**src/rtl/alu8Pkg.sv**
```systemverilog
package alu8Pkg;

  typedef enum logic [4:0] {
    OP_MOV   = 5'b00000,
    OP_ADD   = 5'b00001,
    OP_SUB   = 5'b00010,
    OP_MUL   = 5'b00011,
    OP_DIV   = 5'b00100,
    OP_INC   = 5'b00101,
    OP_DEC   = 5'b00110,
    OP_AND   = 5'b00111,
    OP_OR    = 5'b01000,
    OP_NOT   = 5'b01001,
    OP_XOR   = 5'b01010,
    OP_LOAD  = 5'b01011,
    OP_STORE = 5'b01100,
    OP_JMP   = 5'b01101,
    OP_BZ    = 5'b01110,
    OP_ASL   = 5'b10000,
    OP_ASR   = 5'b10001,
    OP_LSL   = 5'b10010,
    OP_LSR   = 5'b10011,
    OP_ROL   = 5'b10100,
    OP_ROR   = 5'b10101,
    OP_BC    = 5'b10110,
    OP_BA    = 5'b10111,
    OP_BP    = 5'b11000,
    OP_HALT  = 5'b11111
  } opcode_e;

  // branch condition selector
  localparam logic [1:0] COND_Z = 2'd0;
  localparam logic [1:0] COND_C = 2'd1;
  localparam logic [1:0] COND_A = 2'd2;
  localparam logic [1:0] COND_P = 2'd3;

  typedef struct packed {
    logic z;
    logic c;
    logic a;
    logic p;
  } flags_t;

  typedef struct packed {
    logic       updZP;     // zero and parity take the new result
    logic       updArith;  // carry and aux take adder outputs
    logic       updDiv;    // carry takes divide-by-zero
    logic       writes;    // result goes to the register file
    logic       isJump;
    logic       isBranch;
    logic [1:0] condSel;
    logic       isHalt;
  } ctrl_t;

endpackage

```
**src/rtl/alu8Datapath.sv**
```systemverilog
module alu8Datapath
  import alu8Pkg::*;
#(
  parameter int DATA_W = 8,
  parameter int SH_W   = 3
) (
  input  logic              clk,
  input  logic              rstN,
  input  logic              inValid,
  input  logic [4:0]        opcode,
  input  logic [DATA_W-1:0] opA,
  input  logic [DATA_W-1:0] opB,
  input  logic [SH_W-1:0]   shiftAmt,
  input  ctrl_t             ctrl,
  output logic [DATA_W-1:0] result,
  output flags_t            flags
);

  localparam int NIB_W  = 4;
  localparam int PROD_W = 2 * DATA_W;

  logic              doSub;
  logic [DATA_W-1:0] arithB;
  logic [DATA_W:0]   wideSum;
  logic [NIB_W:0]    nibSum;
  logic [PROD_W-1:0] product;
  logic [PROD_W-1:0] rolTmp;
  logic [PROD_W-1:0] rorTmp;
  logic              divZero;
  logic [DATA_W-1:0] nextRes;

  assign doSub  = (opcode == OP_SUB) || (opcode == OP_DEC);
  assign arithB = ((opcode == OP_INC) || (opcode == OP_DEC)) ? DATA_W'(1) : opB;

  always_comb begin
    if (doSub) begin
      wideSum = {1'b0, opA} - {1'b0, arithB};
      nibSum  = {1'b0, opA[NIB_W-1:0]} - {1'b0, arithB[NIB_W-1:0]};
    end else begin
      wideSum = {1'b0, opA} + {1'b0, arithB};
      nibSum  = {1'b0, opA[NIB_W-1:0]} + {1'b0, arithB[NIB_W-1:0]};
    end
  end

  assign product = {{DATA_W{1'b0}}, opA} * {{DATA_W{1'b0}}, opB};
  assign rolTmp  = {opA, opA} << shiftAmt;
  assign rorTmp  = {opA, opA} >> shiftAmt;
  assign divZero = (opB == '0);

  always_comb begin
    case (opcode)
      OP_MOV:                  nextRes = opA;
      OP_ADD, OP_SUB,
      OP_INC, OP_DEC:          nextRes = wideSum[DATA_W-1:0];
      OP_MUL:                  nextRes = product[DATA_W-1:0];
      OP_DIV:                  nextRes = divZero ? '1 : opA / opB;
      OP_AND:                  nextRes = opA & opB;
      OP_OR:                   nextRes = opA | opB;
      OP_NOT:                  nextRes = ~opA;
      OP_XOR:                  nextRes = opA ^ opB;
      OP_ASL, OP_LSL:          nextRes = opA << shiftAmt;
      OP_ASR:                  nextRes = $unsigned($signed(opA) >>> shiftAmt);
      OP_LSR:                  nextRes = opA >> shiftAmt;
      OP_ROL:                  nextRes = rolTmp[PROD_W-1:DATA_W];
      OP_ROR:                  nextRes = rorTmp[DATA_W-1:0];
      default:                 nextRes = opA;
    endcase
  end

  always_ff @(posedge clk) begin
    if (!rstN) begin
      result <= '0;
      flags  <= '0;
    end else if (inValid) begin
      result <= nextRes;
      if (ctrl.updZP) begin
        flags.z <= (nextRes == '0);
        flags.p <= ~^nextRes;
      end
      if (ctrl.updArith) begin
        flags.c <= wideSum[DATA_W];
        flags.a <= nibSum[NIB_W];
      end
      if (ctrl.updDiv) begin
        flags.c <= divZero;
      end
    end
  end

  // zero flag agrees with the stored result of a computing op
  assert_zero_match_R8: assert property (@(posedge clk) disable iff (!rstN)
    (inValid && ctrl.updZP) |=> (flags.z == (result == '0)));

  // parity flag agrees with the stored result
  assert_parity_match_R8: assert property (@(posedge clk) disable iff (!rstN)
    (inValid && ctrl.updZP) |=> (flags.p == ~^result));

  // no flag moves without a flag-writing operation
  assert_flags_hold_R9: assert property (@(posedge clk) disable iff (!rstN)
    !(inValid && (ctrl.updZP || ctrl.updArith || ctrl.updDiv)) |=> $stable(flags));

  // divide by zero saturates and sets carry
  assert_div_zero_R4: assert property (@(posedge clk) disable iff (!rstN)
    (inValid && opcode == OP_DIV && opB == '0) |=> (result == '1 && flags.c));

endmodule

```
**src/rtl/alu8Ctrl.sv**
```systemverilog
module alu8Ctrl
  import alu8Pkg::*;
#(
  parameter int ADDR_W = 6
) (
  input  logic              clk,
  input  logic              rstN,
  input  logic              inValid,
  input  logic [4:0]        opcode,
  input  logic [ADDR_W-1:0] jumpTarget,
  input  flags_t            flags,
  output ctrl_t             ctrl,
  output logic              outValid,
  output logic              writeEn,
  output logic              branchTaken,
  output logic [ADDR_W-1:0] branchTarget,
  output logic              halt
);

  logic condHit;

  always_comb begin
    ctrl = '0;
    case (opcode)
      OP_MOV, OP_MUL, OP_AND, OP_OR, OP_NOT, OP_XOR,
      OP_ASL, OP_ASR, OP_LSL, OP_LSR, OP_ROL, OP_ROR: begin
        ctrl.updZP  = 1'b1;
        ctrl.writes = 1'b1;
      end
      OP_ADD, OP_SUB, OP_INC, OP_DEC: begin
        ctrl.updZP    = 1'b1;
        ctrl.updArith = 1'b1;
        ctrl.writes   = 1'b1;
      end
      OP_DIV: begin
        ctrl.updZP  = 1'b1;
        ctrl.updDiv = 1'b1;
        ctrl.writes = 1'b1;
      end
      OP_JMP:  ctrl.isJump = 1'b1;
      OP_BZ:   begin ctrl.isBranch = 1'b1; ctrl.condSel = COND_Z; end
      OP_BC:   begin ctrl.isBranch = 1'b1; ctrl.condSel = COND_C; end
      OP_BA:   begin ctrl.isBranch = 1'b1; ctrl.condSel = COND_A; end
      OP_BP:   begin ctrl.isBranch = 1'b1; ctrl.condSel = COND_P; end
      OP_HALT: ctrl.isHalt = 1'b1;
      default: ;
    endcase
  end

  always_comb begin
    case (ctrl.condSel)
      COND_Z:  condHit = flags.z;
      COND_C:  condHit = flags.c;
      COND_A:  condHit = flags.a;
      default: condHit = flags.p;
    endcase
  end

  always_ff @(posedge clk) begin
    if (!rstN) begin
      outValid     <= 1'b0;
      writeEn      <= 1'b0;
      branchTaken  <= 1'b0;
      branchTarget <= '0;
      halt         <= 1'b0;
    end else begin
      outValid    <= inValid;
      writeEn     <= inValid && ctrl.writes;
      branchTaken <= inValid && (ctrl.isJump || (ctrl.isBranch && condHit));
      halt        <= inValid && ctrl.isHalt;
      if (inValid) branchTarget <= jumpTarget;
    end
  end

  // valid output follows an accepted operation by one cycle
  assert_valid_follow_R2: assert property (@(posedge clk) disable iff (!rstN)
    inValid |=> outValid);

  assert_idle_follow_R2: assert property (@(posedge clk) disable iff (!rstN)
    !inValid |=> !outValid);

  // jump is always taken, to the given address
  assert_jump_taken_R10: assert property (@(posedge clk) disable iff (!rstN)
    (inValid && opcode == OP_JMP) |=> (branchTaken && branchTarget == $past(jumpTarget)));

  // halt excludes write and branch
  assert_halt_alone_R12: assert property (@(posedge clk) disable iff (!rstN)
    halt |-> (outValid && !writeEn && !branchTaken));

endmodule

```
**src/rtl/alu8Exec.sv**
```systemverilog
module alu8Exec
  import alu8Pkg::*;
#(
  parameter int DATA_W = 8,
  parameter int ADDR_W = 6,
  parameter int SH_W   = $clog2(DATA_W)
) (
  input  logic              clk,
  input  logic              rstN,
  input  logic              inValid,
  input  logic [4:0]        opcode,
  input  logic [DATA_W-1:0] opA,
  input  logic [DATA_W-1:0] opB,
  input  logic [SH_W-1:0]   shiftAmt,
  input  logic [ADDR_W-1:0] jumpTarget,
  output logic              outValid,
  output logic [DATA_W-1:0] result,
  output logic              writeEn,
  output logic              flagZero,
  output logic              flagCarry,
  output logic              flagAux,
  output logic              flagParity,
  output logic              branchTaken,
  output logic [ADDR_W-1:0] branchTarget,
  output logic              halt
);

  ctrl_t  ctrl;
  flags_t flags;

  alu8Ctrl #(.ADDR_W(ADDR_W)) u_ctrl (
    .clk          (clk),
    .rstN         (rstN),
    .inValid      (inValid),
    .opcode       (opcode),
    .jumpTarget   (jumpTarget),
    .flags        (flags),
    .ctrl         (ctrl),
    .outValid     (outValid),
    .writeEn      (writeEn),
    .branchTaken  (branchTaken),
    .branchTarget (branchTarget),
    .halt         (halt)
  );

  alu8Datapath #(.DATA_W(DATA_W), .SH_W(SH_W)) u_dp (
    .clk      (clk),
    .rstN     (rstN),
    .inValid  (inValid),
    .opcode   (opcode),
    .opA      (opA),
    .opB      (opB),
    .shiftAmt (shiftAmt),
    .ctrl     (ctrl),
    .result   (result),
    .flags    (flags)
  );

  assign flagZero   = flags.z;
  assign flagCarry  = flags.c;
  assign flagAux    = flags.a;
  assign flagParity = flags.p;

endmodule

```
**config.mk**
```make
export PLATFORM = sky130hd
export DESIGN_NAME = alu8Exec
export DESIGN_NICKNAME = d
export VERILOG_FILES = /design/src/rtl/alu8Pkg.sv /design/src/rtl/alu8Datapath.sv /design/src/rtl/alu8Ctrl.sv /design/src/rtl/alu8Exec.sv
export SDC_FILE = /design/constraint.sdc
export NUM_CORES = 1
export LEC_CHECK = 0
export ABC_CLOCK_PERIOD_IN_PS = 15560
export BUFFER_PORTS_ARGS = -buffer_cell sky130_fd_sc_hd__buf_2
export CORE_MARGIN = 3
export CORE_UTILIZATION = 45
export CTS_BUF_LIST = sky130_fd_sc_hd__clkbuf_8
export CTS_CLUSTER_SIZE = 16
export DETAILED_ROUTE_END_ITERATION = 8
export HOLD_SLACK_MARGIN = 0.03
export PLACE_DENSITY = 0.62
export SETUP_SLACK_MARGIN = 0.1
export SKIP_LAST_GASP = 1
export SLEW_MARGIN = 20
export SYNTH_ARGS = -nofsm -noshare
export SYNTH_HDL_FRONTEND = slang
export SYNTH_HIERARCHICAL = 1
export SYNTH_SLANG_ARGS = --single-unit
export TNS_END_PERCENT = 50
```
**constraint.sdc**
```tcl
create_clock -name clk -period 15.56 [get_ports clk]
set_input_delay 2.334 -clock clk [delete_from_list [all_inputs] [get_ports clk]]
set_output_delay 2.334 -clock clk [all_outputs]
set_load 0.05 [all_outputs]
```
==> results of run 1 <==
layout make-up:
| type | instances | area (um^2) |
|---|---|---|
| tap | 168 | 210 |
| clock buffer | 3 | 41.3 |
| inverter | 56 | 218 |
| timing repair buffer | 55 | 278 |
| fill | 1255 | 6110 |
| sequential | 22 | 440 |
| clock inverter | 1 | 30.0 |
| multi-input combinational | 659 | 4930 |
placed cells by master (no fill, tap or decap), drive strengths merged, types with 4 or more instances in the layout:
master and instances:
nor2 88, ha 85, nand2 61, buf 55, inv 54, a21oi 43
o21ai 40, xnor2 31, mux2i 25, dfxtp 22, nor3 19, nand3 19
o211ai 16, nor2b 15, mux2 15, fa 13, a21o 13, o21a 12
a31oi 11, xor2 10, nand2b 9, and2 8, a22oi 8, nor3b 8
nor4 8, a211oi 7, a2111oi 7, nand4 6, or2 5, o22ai 5
a21boi 5, or3 5, o311ai 5, and3 4, o2111ai 4, o31ai 4
nor4b 4
flip-flops by register name, indices dropped and copies added, names as in the netlist:
signal	count
u_ctrl/branchTarget	6
u_ctrl/branchTaken	1
u_dp/result	8
u_ctrl/halt	1
u_ctrl/writeEn	1
u_dp/flags	4
u_ctrl/outValid	1
stage by stage:
step           hold slack, ns  std cells  total power [W]
2_1_floorplan           0.687        778         0.000259
5_1_grt                 0.499        964         0.000412
3_3_place_gp            0.454        960         0.000316
3_5_place_dp            0.463        960         0.000322
6_report                0.472        964         0.000379
4_1_cts                 0.473        964         0.000377
where the power goes:
group / internal [W] / switching, W / leakage, nW
clock: 0.0000344 / 0.0000183 / 0.0357
combinational: 0.000104 / 0.000160 / 2.59
sequential: 0.0000603 / 0.00000219 / 0.181
total: 0.000199 / 0.000180 / 2.81
routing by layer:
layer	vias up	global-route usage [%]
met2	272	42.8
met1	2898	35.0
li1	2862	-
met4	0	9.41
met3	41	2.85
met5	-	0
path summary, 6_finish.rpt:
path,startpoint,end,slack (ns),depth (start not counted)
setup / recovery,opB[0],u_dp/flags[0],1.95,50
hold / removal,u_dp/result[0],u_dp/result[0],0.47,2
setup reg to reg,u_dp/flags[3],u_ctrl/branchTaken,14.43,4
hold reg to reg,u_dp/result[0],u_dp/result[0],0.47,2
critical path: cells and delay by family:
family	cells	cell delay, ns
compound gates	23	5.00
xor+xnor	2	0.32
fa+ha+maj	9	2.64
buf+inv	3	0.64
mux	4	1.34
simple gates	9	1.47
==> impl_metrics.ini, run 1 <==
[clock_network]
ctsHtreeMaxLevel = 1
clk_pin_slew_ns = 0.08
post_cts_resized = 0
post-cts-setup-buffer-count = 0
clock_latency_ns = 0.26
cts_max_path_buffers = 2
numCtsBuffers = 3
cts_tree = done
cts_num_sinks = 22
root_buffer = clkbuf_8
hold_buffers = 0

[critical_path]
critPathKind = in -> reg
critical_path_arrival_ns = 13.77
end_kind = flop
critPathSlowestCell = a2111oi_1
cp_data_required_time_ns = 15.72
cpPeakStageDelay_ns = 0.60
crit_top_cell = ha_1
startpoint_type = input port
crit_path_max_fanout = 12

[detailed_routing]
wl_met3_um = 1440
wl_met2_um = 8890
avgRoutedWirePerCell_um = 19.9
vias_per_cell = 6.30
antenna_left = 0
met1Wirelength_um = 8220
first_iter_violations = 824
drc = 0
num_vias = 6073
drt-total-wl_um = 19100
top_layer = met4
dr.pass1.iters = 5

[floorplanning]
fp.dieH_um = 119
die_width_um = 119
row_count = 40
core_area_um2 = 12300
dieArea_um2 = 14200
initial_core_util_pct = 47.1
ios = 55

[placed_design]
place_area_um2 = 6070
portBuffers = 54
post-dp-hpwl_um = 14500
gp_congestion = 0.954
pre_cts_ws_ns = 1.83

[timing]
setup_violations = 0
rsz0062_at_grt = false
layout_setup_ws_ns = 1.95
slew_violations = 0
fin_tns_setup_ns = 0
finalCritPeriodShare_pct = 87.5
max_freq_mhz = 73.5
tightest_slew_ns = 0.934
fin_crit_ns = 13.61
slew_headroom_pct = 37.2
hold_viol = 0
clock_skew_ns = 0.00437

[final_layout]
num-nets-final = 928
n_antenna_cell = 0
drive_gt1_share_pct = 12.6
areaGrowthSynthToFinish_pct = 6.64
postLayoutCoreUtil_pct = 50.2
fin_area_um2 = 6150

[yosys]
syn_inst = 778
synth_fp_nets = 909
ys_warn_count = 6
syn_area_um2 = 5770
synth.avg_cell_area_um2 = 7.42

[run_status]
status = finished clean

[global_routing]
grt_overflow = 0
grt_max_degree = 31
grt.total_usage_pct = 26.0
antenna_found_initial = 0
first_global_vias = 5830
grt_pass1_wl_um = 30200

[worst_hold_path]
holdCritPathClass = reg -> reg

[power_and_ir_drop]
power_per_cell_area_nw_per_um2 = 61.6
peakVddDrop_uv = 33.8
power_leakage_nw = 2.81

[run]
cap_violations = 0
(Power assumes the default switching activity.)
==> run 2: changes to the inputs <==
Settings changed: RECOVER_POWER from default to 50.
==> run 2 against run 1 <==
Effect of this change:
- core utilization down 0.15 points
- clock power up 0.8%
- via count down 0.23%
- count of clock-buffer cells in the layout unchanged
- final cell count unchanged
- non-clock buffer count unchanged
- sequential power about the same
- sequential share of layout area about the same
- clock skew about the same
- first-iteration DRC count down 11%
- flip-flop and latch count unchanged
- fmax down 0.22%
- largest cell class unchanged
==> impl_metrics.ini, run 2 (same netlist as run 1, synthesis figures left out) <==
[run_status]
status = finished clean

[timing]
clock_skew_ns = 0.00480
layout_setup_ws_ns = 1.92
fin_crit_ns = 13.64
setup_violations = 0
max_freq_mhz = 73.3
rsz0062_at_grt = false
whs_ns = 0.475
slew_violations = 0
tightest_slew_ns = 1.28
fin_tns_setup_ns = 0
hold_viol = 0
finalCritPeriodShare_pct = 87.7
slew_headroom_pct = 14.7

[detailed_routing]
vias_per_cell = 6.29
avgRoutedWirePerCell_um = 19.8
dr.pass1.iters = 6
first_iter_violations = 731
antenna_left = 0
drc = 0
drt-total-wl_um = 19100
num_vias = 6059

[clock_network]
cts_tree = done
hold_buffers = 0
clock_latency_ns = 0.26
numCtsBuffers = 3
cts_max_path_buffers = 2
post-cts-setup-buffer-count = 0
ctsHtreeMaxLevel = 1
cts_num_sinks = 22
root_buffer = clkbuf_8
clk_pin_slew_ns = 0.08
post_cts_resized = 0

[critical_path]
cp_data_required_time_ns = 15.72
critical_path_arrival_ns = 13.80
cp_num_buf_inv = 3
crit_family = compound AO/OA/AOI/OAI gates
end_kind = flop
critPathKind = in -> reg
startpoint_type = input port
crit_path_max_fanout = 12
critPathSlowestCell = a2111oi_1
cpPeakStageDelay_ns = 0.60
crit_top_cell = ha_1

[global_routing]
grt_max_degree = 31
first_global_vias = 5830
grt_overflow = 0
grt.total_usage_pct = 26.0
grt_pass1_wl_um = 30200
antenna_found_initial = 0

[run]
cap_violations = 0

[final_layout]
n_antenna_cell = 0
reg_top3 = u_dp/result (8), u_ctrl/branchTarget (6), u_dp/flags (4)
num-nets-final = 928
layout.cells.most_common_list = nor2_1 (88), ha_1 (85), nand2_1 (60)
fill_cells = 1267
instances_no_fill = 964
areaGrowthSynthToFinish_pct = 6.31
top_register = u_dp/result
drive_gt1_share_pct = 10.7
final_common_cell = nor2_1
largest_reg_flops = 8

[worst_hold_path]
holdCritPathClass = reg -> reg

[power_and_ir_drop]
peakVddDrop_uv = 33.8
power_leakage_nw = 2.75
power_per_cell_area_nw_per_um2 = 61.8

[floorplanning]
ios = 55
dieArea_um2 = 14200
row_count = 40
die_width_um = 119
core_area_um2 = 12300
fp.dieH_um = 119
initial_core_util_pct = 47.1

[placed_design]
post-dp-hpwl_um = 14500
portBuffers = 54
gp_congestion = 0.954
pre_cts_ws_ns = 1.83
dp_cells = 960
-- run 2: final timing paths --
check,end,slack (ns),cells past startpoint,start
setup / recovery,u_dp/flags[0],1.92,50,opB[0]
hold / removal,u_dp/result[0],0.48,2,u_dp/result[0]
setup reg to reg,u_ctrl/branchTaken,14.40,4,u_dp/flags[3]
hold reg to reg,u_dp/result[0],0.48,2,u_dp/result[0]
-- run 2: power breakdown --
group          internal (W)  switching [W]  leakage (nW)  total [W]
logic              0.000103       0.000160          2.54   0.000263
clock network     0.0000344      0.0000188        0.0357  0.0000531
registers         0.0000603     0.00000230         0.181  0.0000626
-- run 2: per-stage QoR --
stage / instance area (um^2) / util (%) / total power [W]
floorplan: 5770 / - / 0.000259
detailed placement: 6070 / 49.5 / 0.000322
global route: 6130 / 50.0 / 0.000411
global placement: 6070 / 49.5 / 0.000316
CTS: 6150 / 50.1 / 0.000377
finish: 6130 / 50.0 / 0.000379
-- run 2: cell type report --
cell class,count,area (um^2),area share [%]
Clock buffer,3,41.3,0.673
Inverter,56,218,3.55
Sequential cell,22,440,7.18
Tap cell,168,210,3.43
Multi-Input combinational cell,659,4930,80.5
Clock inverter,1,30.0,0.490
Timing Repair Buffer,55,259,4.22
-- run 2: worst register-to-register path, stage by stage, from the launching register on --
cell	delay (ns)
dfxtp_1	0.36
nand2_2	0.06
mux2_4	0.30
o311ai_2	0.23
o211a_1	0.17
-- run 2: per-layer routing --
metal  share of wire (%)  vias to the layer above  track usage [%]
met5                   0                        -                0
met4                 2.9                        0             9.41
met3                 6.8                       39             2.85
met2                  46                      269             42.8
met1                  44                     2889             35.0
li1                    -                     2862                -
==> run 3: changes to the inputs <==
Settings changed: ABC_CLOCK_PERIOD_IN_PS 15560 to 13200, PLACE_DENSITY 0.62 to default, REMOVE_ABC_BUFFERS from default to 1.
Clock period 15.56 ns to 13.2 ns, I/O delays scaled along.
==> run 3 against run 2 <==
Effect of this change:
- critical path depth unchanged
- sequential power up 18%
- first-iteration DRC count shrank 19%
- via count rose by 2.0%
- register-to-register slack worse by 2.3 ns
- non-clock buffer count grew 9
- routed wire length grew 4.4%
- final area rose by 2.4%
- power grew 20%
- count of clock-buffer cells in the layout did not move
- core utilization increased by 1.2 points
- critical path type unchanged
- highest routed layer unchanged
==> impl_metrics.ini, run 3 (same netlist as run 1, synthesis figures left out) <==
[timing]
tightest_slew_ns = 0.896
setup_violations = 0
clock_skew_ns = 0.00350
finalCritPeriodShare_pct = 95.3
slew_headroom_pct = 39.7
layout_setup_ws_ns = 0.615
slew_violations = 0
fin_crit_ns = 12.59
hold_viol = 0
max_freq_mhz = 79.5

[floorplanning]
initial_core_util_pct = 47.1
dieArea_um2 = 14200
core_area_um2 = 12300
die_width_um = 119
fp.dieH_um = 119
row_count = 40
ios = 55

[run_status]
status = finished clean

[final_layout]
n_antenna_cell = 0
largest_reg_flops = 8
layout.cells.most_common_list = nor2_1 (88), ha_1 (85), nand2_1 (60)
top_register = u_dp/result
drive_gt1_share_pct = 13.2
areaGrowthSynthToFinish_pct = 8.87
reg_top3 = u_dp/result (8), u_ctrl/branchTarget (6), u_dp/flags (4)
final_common_cell = nor2_1
num-nets-final = 937
instances_no_fill = 973
fill_cells = 1232

[global_routing]
grt.total_usage_pct = 26.5
grt_overflow = 0
grt_max_degree = 31
antenna_found_initial = 0
grt.met2_usage_pct = 43.5
grt_pass1_wl_um = 31200
grt.busiest_layer = met2
use_met1_pct = 37.0
met3_usage_pct = 3.09
first_global_vias = 5988

[critical_path]
r2r_slack_ns = 12.05
crit_family = compound AO/OA/AOI/OAI gates
r2r_start = u_dp/flags[3]
critPathKind = in -> reg
crit_path_max_fanout = 10
rr_worst_depth = 4
worstReg2RegEnd = u_ctrl/branchTaken
critPathSlowestCell = nor4_4
end_kind = flop
crit_top_cell = ha_1
startpoint = opB[2]
critical_path_arrival_ns = 12.75
startpoint_type = input port
cpPeakStageDelay_ns = 0.41
cp_data_required_time_ns = 13.37
cp_num_buf_inv = 2

[detailed_routing]
drc = 0
num_vias = 6183
drt-total-wl_um = 20000
antenna_left = 0
first_iter_violations = 595
avgRoutedWirePerCell_um = 20.5
dr.pass1.iters = 5
vias_per_cell = 6.35

[clock_network]
root_buffer = clkbuf_8
clk_pin_slew_ns = 0.09
cts_tree = done
ctsHtreeMaxLevel = 1
clock_latency_ns = 0.26
numCtsBuffers = 3
cts_num_sinks = 22
hold_buffers = 0
cts_max_path_buffers = 2

[placed_design]
post-dp-hpwl_um = 15000
portBuffers = 54
dp_cells = 965
pre_cts_ws_ns = -0.0106
gp_congestion = 0.966

[worst_hold_path]
hold_path_startpoint = u_dp/result[0]
holdCritPathClass = reg -> reg
holdPathStages = 2
whs_endpoint = u_dp/result[0]

[run]
cap_violations = 0

[power_and_ir_drop]
finalPower_w = 0.000455
peakVddDrop_uv = 45.9
power_leakage_nw = 2.80
power_per_cell_area_nw_per_um2 = 72.4
## run 3: per-stage QoR
| stage | area (um^2) | hold WS (ns) | setup TNS (ns) | utilization, % |
|---|---|---|---|---|
| after detailed placement | 6110 | 0.456 | -0.0106 | 49.8 |
| after floorplan | 5590 | 0.687 | 0 | - |
| after CTS | 6180 | 0.471 | 0 | 50.4 |
| after global routing | 6280 | 0.495 | -0.0164 | 51.2 |
| after global placement | 6110 | 0.450 | 0 | 49.8 |
| final | 6280 | 0.467 | 0 | 51.2 |
## run 3: how the worst max path moves through the flow
stage | endpoint | slack (ns) | depth (start not counted)
after floorplan | u_dp/flags[0] | 1.28 | 49
after detailed placement | u_dp/flags[0] | -0.01 | 50
final | u_dp/flags[0] | 0.61 | 50
after CTS | u_dp/flags[0] | 0.27 | 50
after global placement | u_dp/flags[0] | 0.51 | 50
after global routing | u_dp/flags[0] | -0.02 | 50
## run 3: power by group
part / switching [W] / internal, W
clock network: 0.0000232 / 0.0000405
registers: 0.00000271 / 0.0000711
logic: 0.000192 / 0.000125
## run 3: area by class of cell
type                    count  area, um^2  area share [%]
clock buffers               3        41.3           0.657
clock inverters             1        30.0           0.478
inverters                  56         218            3.47
multi-input cells         659        5010            79.8
flip-flops and latches     22         440            7.01
well taps                 168         210            3.35
repair buffers             64         328            5.22
## run 3: worst min-delay path: stages, from the launching register on
cell and delay [ns]:
dfxtp_1 0.32, nand2_1 0.06, a21boi_1 0.05
## run 3: repair_timing
item	4_1_cts	5_1_grt
resized for setup	0	19
setup endpoints to repair	0	3
setup buffers	0	4
## run 3: routing by layer
metal,part of all wire [%],routed length [um]
met4,1.9,383
met3,7.5,1500
met2,46,9250
met1,44,8840
met5,0,0
